**config.mk**
```make
export PLATFORM = sky130hd
export DESIGN_NAME = mac_sat_pipe
export DESIGN_NICKNAME = d
export VERILOG_FILES = /design/src/rtl/mac_pkg.sv /design/src/rtl/mac_csa3.sv /design/src/rtl/mac_pp_gen.sv /design/src/rtl/mac_csa_tree.sv /design/src/rtl/mac_acc_stage.sv /design/src/rtl/mac_sat.sv /design/src/rtl/mac_sat_pipe.sv
export SDC_FILE = /design/constraint.sdc
export NUM_CORES = 1
export LEC_CHECK = 0
export BUFFER_PORTS_ARGS = -buffer_cell sky130_fd_sc_hd__buf_2
export CORE_ASPECT_RATIO = 0.5
export CORE_UTILIZATION = 25
export DETAILED_ROUTE_END_ITERATION = 12
export PLACE_DENSITY = 0.39
export SYNTH_ARGS = -nofsm -noshare
export SYNTH_HDL_FRONTEND = slang
export SYNTH_HIERARCHICAL = 1
export SYNTH_SLANG_ARGS = --single-unit
```
**constraint.sdc**
```tcl
create_clock -name clk -period 2.8 [get_ports clk]
set_input_delay 0.42 -clock clk [delete_from_list [all_inputs] [get_ports clk]]
set_output_delay 0.42 -clock clk [all_outputs]
set_load 0.03 [all_outputs]
```
**src/rtl/mac_pkg.sv**
```systemverilog
package mac_pkg;

    parameter int MAC_OPW_DEF   = 8;
    parameter int MAC_GUARD_DEF = 8;

    function automatic int mac_acc_width(input int opw, input int guard);
        return 2 * opw + guard;
    endfunction

endpackage

```
**src/rtl/mac_csa3.sv**
```systemverilog
module mac_csa3 #(
    parameter int W = 24
) (
    input  logic [W-1:0] x,
    input  logic [W-1:0] y,
    input  logic [W-1:0] z,
    output logic [W-1:0] s,
    output logic [W-1:0] c
);
    logic [W-1:0] maj;

    always_comb begin
        s   = x ^ y ^ z;
        maj = (x & y) | (x & z) | (y & z);
        c   = {maj[W-2:0], 1'b0};
    end
endmodule

```
**src/rtl/mac_pp_gen.sv**
```systemverilog
// Partial products with inverted cross terms; the sign correction is one
// constant row that already covers the guard field.
module mac_pp_gen #(
    parameter int OPW  = 8,
    parameter int AW   = 24,
    localparam int ROWS = OPW + 1
) (
    input  logic [OPW-1:0]           mcand,
    input  logic [OPW-1:0]           mplier,
    output logic [ROWS-1:0][AW-1:0]  rows
);
    always_comb begin
        rows = '0;
        for (int i = 0; i < OPW; i++) begin
            for (int j = 0; j < OPW; j++) begin
                rows[i][i+j] = (mcand[j] & mplier[i]) ^
                               ((i == OPW - 1) != (j == OPW - 1));
            end
        end
        rows[OPW][OPW] = 1'b1;
        for (int k = 2 * OPW - 1; k < AW; k++) begin
            rows[OPW][k] = 1'b1;
        end
    end
endmodule

```
**src/rtl/mac_csa_tree.sv**
```systemverilog
module mac_csa_tree #(
    parameter int W    = 24,
    parameter int ROWS = 9
) (
    input  logic [ROWS-1:0][W-1:0] rows,
    output logic [W-1:0]           sum_o,
    output logic [W-1:0]           carry_o
);
    logic [W-1:0] s_w [ROWS-1];
    logic [W-1:0] c_w [ROWS-1];

    assign s_w[0] = rows[0];
    assign c_w[0] = rows[1];

    for (genvar k = 2; k < ROWS; k++) begin : g_lvl
        mac_csa3 #(.W(W)) u_csa (
            .x (s_w[k-2]),
            .y (c_w[k-2]),
            .z (rows[k]),
            .s (s_w[k-1]),
            .c (c_w[k-1])
        );
    end

    assign sum_o   = s_w[ROWS-2];
    assign carry_o = c_w[ROWS-2];
endmodule

```
**src/rtl/mac_acc_stage.sv**
```systemverilog
module mac_acc_stage #(
    parameter int AW = 24
) (
    input  logic          clk,
    input  logic          rst_n,
    input  logic          vld_i,
    input  logic          clr_i,
    input  logic [AW-1:0] sum_i,
    input  logic [AW-1:0] carry_i,
    output logic          vld_o,
    output logic [AW-1:0] acc_o
);
    typedef struct packed {
        logic          vld;
        logic [AW-1:0] acc;
    } acc_st_t;

    acc_st_t st_d, st_q;
    logic [AW-1:0] base;
    logic [AW-1:0] mrg_s;
    logic [AW-1:0] mrg_c;

    assign base = clr_i ? '0 : st_q.acc;

    mac_csa3 #(.W(AW)) u_merge (
        .x (base),
        .y (sum_i),
        .z (carry_i),
        .s (mrg_s),
        .c (mrg_c)
    );

    always_comb begin
        st_d     = st_q;
        st_d.vld = vld_i;
        if (vld_i) begin
            st_d.acc = mrg_s + mrg_c;
        end
    end

    always_ff @(posedge clk or negedge rst_n) begin
        if (!rst_n) begin
            st_q <= '0;
        end else begin
            st_q <= st_d;
        end
    end

    assign vld_o = st_q.vld;
    assign acc_o = st_q.acc;
endmodule

```
**src/rtl/mac_sat.sv**
```systemverilog
module mac_sat #(
    parameter int OPW   = 8,
    parameter int GUARD = 8,
    localparam int AW   = 2 * OPW + GUARD,
    localparam int PW   = 2 * OPW
) (
    input  logic [AW-1:0] acc_i,
    output logic [PW-1:0] res_o
);
    logic [GUARD:0] top_bits;

    assign top_bits = acc_i[AW-1:PW-1];

    always_comb begin
        if ((top_bits == '0) || (top_bits == '1)) begin
            res_o = acc_i[PW-1:0];
        end else if (acc_i[AW-1]) begin
            res_o = {1'b1, {(PW-1){1'b0}}};
        end else begin
            res_o = {1'b0, {(PW-1){1'b1}}};
        end
    end
endmodule

```
**src/rtl/mac_sat_pipe.sv**
```systemverilog
module mac_sat_pipe
    import mac_pkg::*;
#(
    parameter int OPW   = MAC_OPW_DEF,
    parameter int GUARD = MAC_GUARD_DEF
) (
    input  logic              clk,
    input  logic              rst_n,
    input  logic              in_valid,
    input  logic              in_clear,
    input  logic [OPW-1:0]    op_a,
    input  logic [OPW-1:0]    op_b,
    output logic              out_valid,
    output logic [2*OPW-1:0]  out_result
);
    localparam int AW   = mac_acc_width(OPW, GUARD);
    localparam int ROWS = OPW + 1;

    typedef struct packed {
        logic          vld;
        logic          clr;
        logic [AW-1:0] sum;
        logic [AW-1:0] carry;
    } s1_t;

    s1_t s1_d, s1_q;
    logic [ROWS-1:0][AW-1:0] pp_rows;
    logic [AW-1:0] tree_sum;
    logic [AW-1:0] tree_carry;
    logic [AW-1:0] acc_val;

    mac_pp_gen #(.OPW(OPW), .AW(AW)) u_pp (
        .mcand  (op_a),
        .mplier (op_b),
        .rows   (pp_rows)
    );

    mac_csa_tree #(.W(AW), .ROWS(ROWS)) u_tree (
        .rows    (pp_rows),
        .sum_o   (tree_sum),
        .carry_o (tree_carry)
    );

    always_comb begin
        s1_d     = s1_q;
        s1_d.vld = in_valid;
        s1_d.clr = in_clear;
        if (in_valid) begin
            s1_d.sum   = tree_sum;
            s1_d.carry = tree_carry;
        end
    end

    always_ff @(posedge clk or negedge rst_n) begin
        if (!rst_n) begin
            s1_q <= '0;
        end else begin
            s1_q <= s1_d;
        end
    end

    mac_acc_stage #(.AW(AW)) u_acc (
        .clk     (clk),
        .rst_n   (rst_n),
        .vld_i   (s1_q.vld),
        .clr_i   (s1_q.clr),
        .sum_i   (s1_q.sum),
        .carry_i (s1_q.carry),
        .vld_o   (out_valid),
        .acc_o   (acc_val)
    );

    mac_sat #(.OPW(OPW), .GUARD(GUARD)) u_sat (
        .acc_i (acc_val),
        .res_o (out_result)
    );
endmodule

```
# --- Word level (Yosys, flattened, before mapping) ---
# Cells that the tools add are included.
word_totals:
  elab_cells: 145
  register_bits: 74
  out_inout_bits: 17
  input_bits: 20
classes:
  n_bitwise: 132
  n_reduce_logical: 2
  n_addsub: 1
  n_mux: 3
  eq_ne: 1
ops:
  columns: ["op", "n"]
  rows:
  - ["23-bit OR", 13]
  - ["23-bit bitwise AND", 8]
  - ["24-bit XOR", 7]
  - ["1-bit bitwise AND", 64]
  - ["23-bit by 11-bit bitwise AND with 23-bit output", 2]
  - ["23-bit by 12-bit bitwise AND with 23-bit output", 2]
  - ["23-bit by 13-bit bitwise AND with 23-bit output", 2]
  - ["23-bit by 14-bit bitwise AND with 23-bit output", 2]
  - ["23-bit by 15-bit bitwise AND with 23-bit output", 2]
  - ["16-bit 2-to-1 mux", 2]
  - ["24-bit adder", 1]
  - ["24-bit 2-to-1 mux", 1]
  - ["24-bit by 11-bit XOR with 24-bit output", 1]
  - ["24-bit by 12-bit XOR with 24-bit output", 1]
  - ["24-bit by 13-bit XOR with 24-bit output", 1]
  - ["24-bit by 14-bit XOR with 24-bit output", 1]
  - ["24-bit by 15-bit XOR with 24-bit output", 1]
  - ["23-bit by 11-bit OR with 23-bit output", 1]
  - ["1-bit inverter", 14]
  - ["11-bit bitwise AND", 1]
  - ["10-bit by 11-bit XOR with 11-bit output", 1]
  - ["8-bit by 10-bit bitwise AND with 10-bit output", 1]
  - ["9-bit by 10-bit bitwise AND with 10-bit output", 1]
  - ["10-bit inverter", 1]
  - ["8 further kinds", 8]

# --- Depth between registers and ports, before layout ---
# Gate-level depths: netlist (run 1).
depth:
  word_depth: 23
  ltp_mapped: 11
  mapped_depth_nobuf: 10

# --- Hierarchy ---
# The synthesis (run 1) kept the hierarchy.
by_module_without_submodules:
  columns: ["mod", "area_per_inst_um2", "cells_each", "seq_area_each_um2", "instances"]
  rows:
  - ["mac_csa3", 495.5, 26, 0.0, 8]
  - ["mac_acc_stage", 2361.0, 267, 625.6, 1]
  - ["mac_sat_pipe", 1910.6, 103, 1251.2, 1]
  - ["mac_pp_gen", 1514.0, 218, 0.0, 1]
  - ["mac_sat", 314.1, 43, 0.0, 1]

# --- Least setup slack after synthesis (run 1) ---
# OpenSTA, ideal clock, no wires.
synth_timing:
  path_type: "input to register"
  from: "input port op_b[1]"
  to: "register s1_q[31] (netlist bit)"
  t_arrival_ns: 4.061
  path_buffers: 0
  setup_time_ns: 0.125
  required_ns: 2.675
  path_slack_ns: -1.386
  stages: 9
  cell_sequence: "and2_1 -> fa_1 -> fa_1 -> fa_1 -> fa_1 -> fa_1 -> fa_1 -> fa_1 -> mux2_4"
synth_rtl:
  columns: ["element", "line", "source"]
  rows:
  - ["start, declared", "mac_sat_pipe.sv:12", "input logic [OPW-1:0] op_b,"]
  - ["end signal, assigned", "mac_sat_pipe.sv:56", "s1_q <= '0;"]
  - ["end signal, assigned", "mac_sat_pipe.sv:58", "s1_q <= s1_d;"]
  - ["end, declared", "mac_sat_pipe.sv:26", "s1_t s1_d, s1_q;"]

==> metrics.md, run 1 <==
| Metric | Value |
|---|---|
| First-pass GRT wire length | `33100 um` |
| Fin. max-slew vios | `0` |
| Status | `finished with violations` |
| Cells after Synth | `839` |
| WL final | `18600 um` |
| Area grow syn2layout | `21.1%` |
| Antenna violations before repair | `0` |
| GRT Util Overall | `between 10% and 20%` |
| R2r worst-path depth | `12` |
| Final period utilization | `146%` |
| Dpl cells | `1450` |
| Core area | `39200 um^2` |
| H-Tree Depth | `3` |
| Total CTS buffers | `9` |
| Cells along the critical path | `buf_12 > and2_4 > fa_2 > fa_2 > fa_2 > fa_2 > fa_1 > fa_2 > fa_1 > mux2_4` |
| Distinct cells, synth | `62` |
| Final net count | `1182` |
| Slew headroom | `32.2%` |
| Most common flop cell mapped by yosys | `dfrtp_1` |
| Die Wd | `286 um` |
| Post-Layout Cell Count | `between 1000 and 1500` |
| Ports | `37` |
| Worst Hold Endpoint | `s1_q[48]` |
| Final Hold Fails | `0` |
| Critical Path AT | `approximately 4.3 ns` |
| Share of post-route cells with drive strength above 1 | `around 37%` |
| Vias in the first global route | `just under 7000` |
| Crit path kind | `in -> reg` |
| Synth area leader | `fa_1` |
| Hold Path Origin | `in_clear` |
| Number of enable flip-flop cells after synthesis | `0` |
| Port Buffers | `36` |
| # diodes | `0` |
| Drt drc | `0` |
| Top cell type's share of synthesized area | `a little under two fifths` |
| Slew @ Worst Pin | `1.02 ns` |
| Max Fclk | `about 0.24 GHz` |
| Clock Skew | `0.00542 ns` |
| CTS tree | `yes` |
| Reg2reg start | `s1_q[48]` |
| GRT overflow | `0` |
| Failing checks | `negative setup slack` |
| Final setup viols | `37` |
| Detail Placement HPWL | `approximately 15000 um` |
| CTS Sinks | `75` |
| Worst Path Required | `3.03 ns` |
| Routability Congestion | `~0.79` |
| CP most frequent cell | `fa_2` |
| Slowest stage delay, CP | `0.55 ns` |
| Setup ws final | `-1.30 ns` |
| Hold Buf Count CTS | `0` |
| Routed wire per std cell | `12.5 um` |
| Via density | `3.98` |
| Initial core utilization | `25.6%` |
| Maximum clock path buffer count | `2` |
| Antenna-violating nets left | `0` |
| Drt pass-1 iters | `5` |
| Synth warnings | `6` |
| Clock-pin slew of the registers on the worst-case setup and hold paths | `~0.060 ns` |
| Post-synthesis cell area | `10100 um^2` |
| Max-cap viol count | `0` |
| Final min period | `a little over 4 ns` |
| Avg Inst Size Synth | `12.0 um^2` |
| Sequential share of the synthesized area | `18.6%` |
| CP startpoint kind | `primary input` |
| Chip height | `~140 um` |
| Util after Layout | `31.0%` |
| Initial drt markers | `around 270` |
| Yosys reg bits | `75` |
| Root Buffer | `clkbuf_16` |
| Clock Latency Late Sink | `between 0.3 and 0.4 ns` |
| Die ar. | `41100 um^2` |
| Largest net degree at the start of global routing | `76` |
| Area contributors post-synth | `fa_1 (37%), dfrtp_1 (19%), buf_4 (12%)` |
| FF-to-FF End | `u_acc/acc_o[14]` |
| Hold Crit Class | `in -> reg` |
| Fill cell count | `4033` |
| Ys async rst share | `100%` |
| Worst path slowest cell | `fa_2` |
| Rows | `~50` |
| Worst reg-to-reg setup slack | `-0.28 ns` |
| RSZ-0062 raised after global routing | `true` |
| CP Capture Type | `register` |
| Worst-path fanout max | `8` |
| Routed vias | `5929` |
| Min-Delay Path Depth | `1` |
## layout by cell type (no fill, tap or decap), types with 11 or more instances in the layout
master and count:
nor2b_4 15, and2_1 43, nand2_1 32, fa_2 36, nor2_1 12, ha_4 17, mux2_4 29, buf_4 80
buf_2 29, conb_1 160, fa_1 149, buf_6 18, nand3_1 21, mux2_2 33, a2bb2oi_1 12, dfrtp_1 74
a21oi_1 11
## per-layer routing
layer / part of all wire [%] / global-route usage (%)
met1: 45 / 12.4
met2: 52 / 18.6
met3: 2.5 / 1.65
met4: 0.79 / 1.86
met5: 0 / 0
## layout make-up
| class | count | area, um^2 | share of cell area (%) |
|---|---|---|---|
| multi-input cells | 728 | 8200 | 67.3 |
| flip-flops and latches | 75 | 1880 | 15.4 |
| repair buffers | 136 | 1120 | 9.20 |
| well taps | 530 | 663 | 5.44 |
| clock buffers | 10 | 229 | 1.88 |
| clock inverters | 5 | 78.8 | 0.647 |
| inverters | 4 | 15.0 | 0.123 |
## sequential cells by signal, summed over array words and instances, names as in the netlist
signal	flops
u_acc/acc_o	24
u_acc/vld_o	1
s1_q	50
## repair_timing
action,CTS,global route
resized for setup,133,68
endpoints found under the setup margin,40,41
pin swaps,50,44
cloned,1,0
setup buffers,8,15
## critical path, delay by kind of cell
kind,cells,cell delay (ns)
AND/OR/NAND/NOR,1,0.15
buffers and inverters,1,0.11
adder cells (fa/ha/maj),7,3.37
multiplexers,1,0.26
## worst max-delay path by stage
stage	from	depth (start not counted)	slack, ns	endpoint
detailed placement	op_b[1]	10	-1.70	s1_q[32]
finish	op_b[2]	10	-1.30	s1_q[32]
floorplan	op_b[1]	9	-1.38	s1_q[32]
CTS	op_b[1]	10	-1.27	s1_q[31]
global route	op_a[5]	10	-1.38	s1_q[30]
global placement	op_b[1]	10	-1.66	s1_q[29]
## through the flow
step                setup TNS, ns  worst slack [ns]  cell area (um^2)  hold slack, ns
detailed placement         -38.76             -1.70             10900           0.517
floorplan                  -28.94             -1.38             10800           0.124
global placement           -38.40             -1.66             10900           0.509
CTS                        -26.96             -1.27             11800           0.170
global route               -30.12             -1.38             12200           0.169
finish                     -26.85             -1.30             12200           0.182
## synthesized netlist by cell type, types with 3 or more instances
cell type	number
dfrtp_1	75
a2bb2oi_2	3
clkbuf_1	11
nand2b_1	3
nand4_1	4
o21bai_1	4
mux2_2	41
o21ai_0	14
o211ai_1	3
a21o_1	10
conb_1	10
a21oi_1	14
xor3_1	8
inv_1	3
nand3_1	22
buf_2	4
a31oi_1	3
fa_1	185
o2111ai_1	4
buf_4	160
and3_1	3
and4_1	4
xor2_1	4
a2bb2oi_1	12
and2_1	52
buf_6	6
nor2_1	19
a211oi_1	4
mux2_4	21
ha_1	23
xnor2_1	10
nand2_1	38
nor2b_1	22
## logic make-up after synthesis
| group | Yosys count | synth area share, % |
|---|---|---|
| adders and majority gates | 208 | 39.7 |
| DFF | 75 | 18.6 |
| xor gates and xnor gates | 22 | 3.11 |
| buffers and inverters | 186 | 13.4 |
| muxes | 64 | 7.92 |
| and+or+nand+nor | 183 | 9.96 |
| AOI/OAI and AO/OA | 91 | 6.93 |
| other | 10 | 0.373 |
Power of run 1 is left out: the tool's default activity adds up to more than one toggle a clock period on the data nets, which glitch-free logic cannot reach.
==> inputs of run 2 (changes only) <==
--- a/config.mk
+++ b/config.mk
@@ -8,8 +8,10 @@
 export BUFFER_PORTS_ARGS = -buffer_cell sky130_fd_sc_hd__buf_2
 export CORE_ASPECT_RATIO = 0.5
 export CORE_UTILIZATION = 25
+export CTS_CLUSTER_SIZE = 40
 export DETAILED_ROUTE_END_ITERATION = 12
 export PLACE_DENSITY = 0.39
+export SKIP_CTS_REPAIR_TIMING = 1
 export SYNTH_ARGS = -nofsm -noshare
 export SYNTH_HDL_FRONTEND = slang
 export SYNTH_HIERARCHICAL = 1
==> metrics.md, run 2 (synthesized netlist as in run 1, its figures left out) <==
| Metric | Value |
|---|---|
| Clock-pin slew of the registers on the worst-case setup and hold paths | `0.06 ns` |
| Worst reg-to-reg setup slack | `-0.33 ns` |
| Chip height | `144 um` |
| Slew @ Worst Pin | `1.03 ns` |
| Largest net degree at the start of global routing | `76` |
| Largest Register | `s1_q` |
| Final min period | `4.10 ns` |
| Drt drc | `0` |
| H-Tree Depth | `3` |
| First-pass GRT wire length | `32300 um` |
| # diodes | `0` |
| Port Buffers | `36` |
| DP Area | `10900 um^2` |
| Failing checks | `negative setup slack` |
| Final period utilization | `146%` |
| Routed vias | `5883` |
| Status | `finished with violations` |
| Total CTS buffers | `9` |
| CTS Sinks | `between 70 and 80` |
| CP startpoint kind | `primary input` |
| Maximum clock path buffer count | `2` |
| Clock Skew | `~0.0065 ns` |
| Share of post-route cells with drive strength above 1 | `34.2%` |
| Via density | `3.99` |
| Fin. max-slew vios | `0` |
| Rows | `51` |
| Worst-path fanout max | `8` |
| Hold Crit Class | `in -> reg` |
| Area grow syn2layout | `18.4%` |
| Vias in the first global route | `approximately 6600` |
| Critical Path AT | `around 4.3 ns` |
| Root Buffer | `clkbuf_16` |
| Setup ws final | `-1.30 ns` |
| Antenna violations before repair | `0` |
| Drt pass-1 iters | `5` |
| Detail Placement HPWL | `14600 um` |
| CP Capture Type | `register` |
| Die ar. | `41100 um^2` |
| Initial drt markers | `approximately 280` |
| RSZ-0062 raised after global routing | `true` |
| Crit path kind | `in -> reg` |
| Routability Congestion | `0.793` |
| Max Fclk | `0.244 GHz` |
| Final net count | `~1200` |
| Max FFs per register | `50` |
| WL final | `18300 um` |
| GRT Util Overall | `9.79%` |
| Slew headroom | `31.7%` |
| Clock Latency Late Sink | `0.34 ns` |
| Commonest cells after routing, fill and taps aside | `conb_1 (160), fa_1 (149), dfrtp_1 (74)` |
| GRT overflow | `0` |
| CTS tree | `yes` |
| Final Hold Fails | `0` |
| Antenna-violating nets left | `0` |
| Most common cell after layout, fill and taps aside | `conb_1` |
| Core area | `39200 um^2` |
| Initial core utilization | `25.6%` |
| Final Instance Area | `around 12000 um^2` |
| Ports | `37` |
| Worst Path Required | `3.03 ns` |
| Final setup viols | `36` |
| Max-cap viol count | `0` |
| Die Wd | `286 um` |
| Routed wire per std cell | `12.4 um` |
## run 2: worst paths after layout
check,from,end,cells after the start
setup / recovery,op_b[2],s1_q[32],10
min in group asynchronous,rst_n,u_acc/acc_o[2],1
max in group asynchronous,rst_n,s1_q[48],1
setup reg to reg,s1_q[48],u_acc/acc_o[14],11
hold reg to reg,s1_q[23],s1_q[23],1
hold / removal,in_clear,s1_q[48],1
## run 2: layout make-up
cell class,instances,area (um^2)
Fill cell,4051,27300
Multi-Input combinational cell,728,8030
Sequential cell,75,1880
Timing Repair Buffer,122,1030
Tap cell,530,663
Clock buffer,10,229
Clock inverter,5,78.8
Inverter,4,15.0
## run 2: critical path: stages
cell	delay, ns
buf_8	0.11
and2_4	0.15
fa_2	0.53
fa_2	0.44
fa_2	0.55
fa_2	0.44
fa_1	0.46
fa_2	0.55
fa_1	0.40
mux2_4	0.26
## run 2: metal layers
layer / wire length, um / share of wire, % / track usage [%]
met1: 8190 / 45 / 12.1
met2: 9500 / 52 / 18.1
met3: 522 / 2.8 / 1.63
met4: 125 / 0.68 / 1.77
met5: 0 / 0 / 0
## run 2: stage by stage
stage                     hold slack (ns)  utilization, %  cells  TNS [ns]  setup WS [ns]
after floorplan                     0.124               -    989    -28.94          -1.38
after global placement              0.509            27.7   1450    -38.40          -1.66
after detailed placement            0.517            27.7   1450    -38.76          -1.70
after CTS                           0.170            28.5   1465    -30.54          -1.34
after global routing                0.170            30.4   1474    -30.36          -1.38
final                               0.183            30.4   1474    -26.80          -1.30
Power of run 2 is left out for the same reason.
